### config.mk
export PLATFORM = sky130hd
export DESIGN_NAME = ddr2b_core
export DESIGN_NICKNAME = d
export VERILOG_FILES = /design/src/rtl/ddr2b_pkg.sv /design/src/rtl/ddr2b_rst_sync.sv /design/src/rtl/ddr2b_cmd_dec.sv /design/src/rtl/ddr2b_pair_mem.sv /design/src/rtl/ddr2b_rd_pipe.sv /design/src/rtl/ddr2b_core.sv
export SDC_FILE = /design/constraint.sdc
export NUM_CORES = 1
export LEC_CHECK = 0
export ABC_AREA = 1
export BUFFER_PORTS_ARGS = -buffer_cell sky130_fd_sc_hd__buf_2
export CAP_MARGIN = 0
export CORE_ASPECT_RATIO = 1.25
export CORE_UTILIZATION = 55
export DETAILED_ROUTE_END_ITERATION = 7
export PLACE_DENSITY = 0.71
export SYNTH_ARGS = -nofsm -noshare
export SYNTH_HDL_FRONTEND = slang
export SYNTH_SLANG_ARGS = --single-unit
### constraint.sdc
create_clock -name clk -period 3.7 [get_ports clk]
set_clock_uncertainty 0.05 [all_clocks]
set_input_delay 0.925 -clock clk [delete_from_list [all_inputs] [get_ports clk]]
set_output_delay 0.925 -clock clk [all_outputs]
set_load 0.05 [all_outputs]
### src/rtl/ddr2b_pkg.sv
package ddr2b_pkg;
  typedef enum logic [1:0] {
    OP_NOP = 2'd0,
    OP_RD  = 2'd1,
    OP_WR  = 2'd2
  } op_e;
endpackage

### src/rtl/ddr2b_rst_sync.sv
module ddr2b_rst_sync #(
  parameter int STAGES = 2
) (
  input  logic clk,
  input  logic rst_n,
  output logic rst_s
);
  logic [STAGES-1:0] chain_q;
  logic [STAGES-1:0] chain_d;

  always_comb chain_d = {chain_q[STAGES-2:0], 1'b1};

  always_ff @(posedge clk or negedge rst_n) begin
    if (!rst_n) chain_q <= '0;
    else        chain_q <= chain_d;
  end

  assign rst_s = chain_q[STAGES-1];
endmodule

### src/rtl/ddr2b_cmd_dec.sv
module ddr2b_cmd_dec
  import ddr2b_pkg::*;
#(
  parameter int AW = 6
) (
  input  logic          clk,
  input  logic          rst_s,
  input  logic          ld_n,
  input  logic          rw_n,
  input  logic [AW-1:0] addr,
  output op_e           op_q,
  output logic [AW-1:0] addr_q
);
  op_e           op_d;
  logic [AW-1:0] addr_d;
  logic          addr_en;

  always_comb begin
    addr_en = !ld_n;
    addr_d  = addr;
    if (ld_n)      op_d = OP_NOP;
    else if (rw_n) op_d = OP_RD;
    else           op_d = OP_WR;
  end

  always_ff @(posedge clk or negedge rst_s) begin
    if (!rst_s) begin
      op_q   <= OP_NOP;
      addr_q <= '0;
    end else begin
      op_q <= op_d;
      if (addr_en) addr_q <= addr_d;
    end
  end
endmodule

### src/rtl/ddr2b_pair_mem.sv
module ddr2b_pair_mem #(
  parameter int AW = 6,
  parameter int DW = 16
) (
  input  logic          clk,
  input  logic          we,
  input  logic [AW-1:0] wa,
  input  logic [DW-1:0] w_first,
  input  logic [DW-1:0] w_second,
  input  logic [AW-1:0] ra,
  output logic [DW-1:0] r_first,
  output logic [DW-1:0] r_second
);
  localparam int ROWS = 1 << (AW - 1);

  logic [DW-1:0] lane_rd [2];

  for (genvar l = 0; l < 2; l++) begin : g_lane
    logic [DW-1:0] store [ROWS];
    logic [DW-1:0] wdat;

    always_comb wdat = (wa[0] == 1'(l)) ? w_first : w_second;

    always_ff @(posedge clk) begin
      if (we) store[wa[AW-1:1]] <= wdat;
    end

    always_comb lane_rd[l] = store[ra[AW-1:1]];
  end

  always_comb begin
    r_first  = lane_rd[ra[0]];
    r_second = lane_rd[~ra[0]];
  end
endmodule

### src/rtl/ddr2b_rd_pipe.sv
module ddr2b_rd_pipe #(
  parameter int DW = 16
) (
  input  logic          clk,
  input  logic          rst_s,
  input  logic          rd_en,
  input  logic [DW-1:0] r_first,
  input  logic [DW-1:0] r_second,
  output logic [DW-1:0] q_rise,
  output logic [DW-1:0] q_fall,
  output logic          q_oe_rise,
  output logic          q_oe_fall,
  output logic          echo_ck
);
  logic [DW-1:0] rise_d, fall_d;
  logic          oe_d, echo_d;

  always_comb begin
    oe_d   = rd_en;
    rise_d = rd_en ? r_first  : '0;
    fall_d = rd_en ? r_second : '0;
    echo_d = !echo_ck;
  end

  always_ff @(posedge clk or negedge rst_s) begin
    if (!rst_s) begin
      q_rise    <= '0;
      q_fall    <= '0;
      q_oe_rise <= 1'b0;
      q_oe_fall <= 1'b0;
      echo_ck   <= 1'b0;
    end else begin
      q_rise    <= rise_d;
      q_fall    <= fall_d;
      q_oe_rise <= oe_d;
      q_oe_fall <= oe_d;
      echo_ck   <= echo_d;
    end
  end
endmodule

### src/rtl/ddr2b_core.sv
module ddr2b_core
  import ddr2b_pkg::*;
#(
  parameter int AW = 6,
  parameter int DW = 16
) (
  input  logic          clk,
  input  logic          rst_n,
  input  logic          ld_n,
  input  logic          rw_n,
  input  logic [AW-1:0] addr,
  input  logic [DW-1:0] wd_rise,
  input  logic [DW-1:0] wd_fall,
  output logic [DW-1:0] q_rise,
  output logic [DW-1:0] q_fall,
  output logic          q_oe_rise,
  output logic          q_oe_fall,
  output logic          echo_ck
);
  logic          rst_s;
  op_e           op_q;
  logic [AW-1:0] addr_q;
  logic [DW-1:0] r_first, r_second;
  logic          wr_en, rd_en;

  ddr2b_rst_sync #(.STAGES(2)) u_rst (
    .clk(clk), .rst_n(rst_n), .rst_s(rst_s)
  );

  ddr2b_cmd_dec #(.AW(AW)) u_dec (
    .clk(clk), .rst_s(rst_s), .ld_n(ld_n), .rw_n(rw_n), .addr(addr),
    .op_q(op_q), .addr_q(addr_q)
  );

  always_comb begin
    wr_en = (op_q == OP_WR);
    rd_en = (op_q == OP_RD);
  end

  ddr2b_pair_mem #(.AW(AW), .DW(DW)) u_mem (
    .clk(clk), .we(wr_en), .wa(addr_q), .w_first(wd_rise), .w_second(wd_fall),
    .ra(addr_q), .r_first(r_first), .r_second(r_second)
  );

  ddr2b_rd_pipe #(.DW(DW)) u_rd (
    .clk(clk), .rst_s(rst_s), .rd_en(rd_en), .r_first(r_first), .r_second(r_second),
    .q_rise(q_rise), .q_fall(q_fall), .q_oe_rise(q_oe_rise), .q_oe_fall(q_oe_fall),
    .echo_ck(echo_ck)
  );
endmodule

==> summary.txt <==
Placed design
  • Port Buf Inserts: 76
  • HPWL after DPL: 65.4 mm
  • Placed cell count: 5341
  • Global placement routability congestion: 0.841

Setup path
  • CP arrival: 3.20 ns
  • Crit path kind: reg2reg
  • Crit. End Element: flop
  • Setup crit start kind: flop
  • Worst-path fanout max: 48
  • Req. time, crit path: 4.24 ns

Yosys
  • Number of synthesized flops with an enable pin: 1024
  • Yosys top cell by area: edfxtp_1
  • Ys flop type: edfxtp_1
  • Yosys warns: 0
  • Count leader, synth: nand2_1
  • Mapped Nets: 4321
  • Post-synthesis sequential area ratio: 71.9%
  • Average size of a mapped cell: 10.4 um^2
  • FFs w/ async S/R, synth: 4.12%
  • Most frequent cells after synthesis: nand2_1 (2681), edfxtp_1 (1024), nor2_1 (170)
  • Synth top area share: 69.4%
  • Synth unique cells: 20
  • Largest cells by area after synthesis: edfxtp_1 (69%), nand2_1 (23%), dfrtp_1 (2.5%)
  • #FFs+latches synth: 1068
  • Post-Syn Area: 0.0443 mm^2
  • Syn Inst Count: 4279

Power
  • Total power: 26.4 mW
  • PD cells: 528 mW/mm^2
  • Leak: 20.9 nW
  • Worst vdd ir: 0.492 mV

Hold path
  • Worst Hold Class: reg2async

Drt
  • Vias/cell: 5.52
  • Wire per inst: 22.1 um
  • Routed wire length: 122 mm
  • Post-detailed-route count of antenna-violating nets: 0
  • First-pass detailed-route iteration total: 5
  • Via count: 30500
  • Residual DRC: 0
  • Initial DRC Count: 3689

Global routing
  • First-pass GRT wire length: 180 mm
  • Vias in the first global route: 28500
  • GRT Util Overall: 29.9%
  • Largest net degree at the start of global routing: 172
  • Initial antenna violation count: 5
  • Overflow after GRT: 0

Clock tree
  • CTS max path bufs: 3
  • H-Tree Depth: 3
  • Latest clock arrival within the worst-skew pair: 0.68 ns
  • Reg clk slew, reported paths: 0.06 ns
  • Num CTS Buffers: 98
  • Sink Count: 1068
  • Root buffer selected by CTS: clkbuf_16
  • Cts repair resizes: 0
  • TritonCTS clock tree: yes

Layout
  • Layout net count: 4422
  • Share of post-route cells with drive strength above 1: 9.75%
  • FILL cells: 6111
  • Area grow syn2layout: 12.9%
  • Fin util: 62.6%
  • Antenna cells: 0
  • Final std cells w/o fill: 5524

Floorplan
  • Die width: 256 um
  • Ports: 77
  • Die area: 0.0817 mm^2
  • Cell Rows: 116
  • CORE AREA: 0.0800 mm^2
  • Starting Density: 55.4%
  • Die Ht: 319 um

STA
  • Final worst path period share: 71.7%
  • Slew Viols, Final: 0
  • Final min period: 2.65 ns
  • Setup_tns: 0 ns
  • RSZ-0062 raised after global routing: false
  • Fmax achieved: 0.377 GHz
  • Worst slew margin: 16.0%
  • Fin. Hold Viols: 0
  • Least-Margin Pin Slew: 1.26 ns
  • Worst hold slack: 0.295 ns
  • Final setup viols: 0

Run
  • Max-Cap Viols: 0

Outcome
  • Status: complete, no violations
[registers in the layout (all words and copies together) (netlist names)]
signal and cells:
u_rd.q_oe_fall 1, u_mem.g_lane.store 1024, u_rd.q_fall 16, u_rd.q_rise 16, u_dec.addr_q 6, u_dec.op_q 2, u_rd.echo_ck 1, u_rst.chain_q 2
[area by class of cell]
class,instances,area [um^2],share of cell area [%]
clock inverter,44,462,0.923
inverter,35,154,0.308
timing repair buffer,209,1770,3.54
tap,1062,1330,2.66
multi-input combinational,2968,11700,23.4
sequential,1068,31900,63.7
clock buffer,138,2730,5.46
[metal layers]
layer  global-route usage (%)  part of all wire [%]  vias to the layer above
met1                     40.2                    39                    14500
met2                     48.1                    47                     1576
met5                        0                 0.047                        -
met3                     5.98                    10                      251
met4                     11.7                   3.8                       10
li1                         -                     -                    14100
[repair_timing]
| item | 4_1_cts | 5_1_grt |
|---|---|---|
| hold buffers | 1 | 0 |
| setup buffers | 0 | 0 |
| endpoints found under the hold margin | 2 | 0 |
[power by group]
part / switching, mW / internal (mW)
Clock: 4.40 / 5.78
Combinational: 1.96 / 0.639
Sequential: 0.0936 / 13.5
Total: 6.45 / 20.0
[logic make-up (layout without fill, tap and decap cells)]
family | Yosys count | after routing | share of synthesized area [%]
AO/OA/AOI/OAI | 38 | 38 | 0.429
AND/OR/NAND/NOR | 2929 | 2929 | 25.2
other | 1 | 1 | 0.00846
buffers and inverters | 243 | 426 | 2.49
flip-flops | 1068 | 1068 | 71.9
[worst max-delay path, stage by stage, from the launching register on]
cell and delay [ns]:
dfrtp_4 0.59, inv_8 0.35, buf_4 0.32, buf_4 0.32
nand2_1 0.08, nand2_1 0.07, nand2_1 0.05, nand2_1 0.09
nand2_1 0.05, nand2_1 0.15, nor2_1 0.08, nand2_1 0.07
nor2_1 0.04, nor2_1 0.16
[through the flow]
stage,worst slack (ns),cell area [um^2]
finish,1.05,50000
global route,0.876,50000
detailed placement,1.11,46800
global placement,1.11,46800
CTS,1.08,50000
floorplan,0.522,44300
[placed cells by master (no fill, tap or decap), types with 9 or more instances in the layout]
cell | synthesis | layout
nor2_1 | 170 | 137
nand3_1 | 69 | 69
buf_4 | 6 | 101
clkbuf_8 | 0 | 11
inv_1 | 30 | 28
clkinv_2 | 0 | 20
nand2_1 | 2681 | 2681
nor2_4 | 0 | 34
buf_2 | 96 | 76
clkbuf_16 | 0 | 99
dfrtp_1 | 44 | 40
bufinv_16 | 0 | 9
edfxtp_1 | 1024 | 1024
buf_12 | 0 | 31
clkbuf_1 | 80 | 28
o21ai_2 | 0 | 28
[worst paths after layout]
path,depth (start not counted),slack (ns),end,start
setup / recovery,13,1.05,u_rd.q_rise[11],u_dec.addr_q[1]
hold / removal,0,0.30,u_rd.q_oe_fall,u_rst.chain_q[1]
setup reg to reg,13,1.05,u_rd.q_rise[11],u_dec.addr_q[1]
hold reg to reg,0,0.30,u_rd.q_oe_fall,u_rst.chain_q[1]
max in group asynchronous,1,2.29,u_dec.addr_q[0],u_rst.chain_q[1]
min in group clk,0,0.30,u_rst.chain_q[1],u_rst.chain_q[0]
No activity file was read; power rests on OpenSTA's default activity.
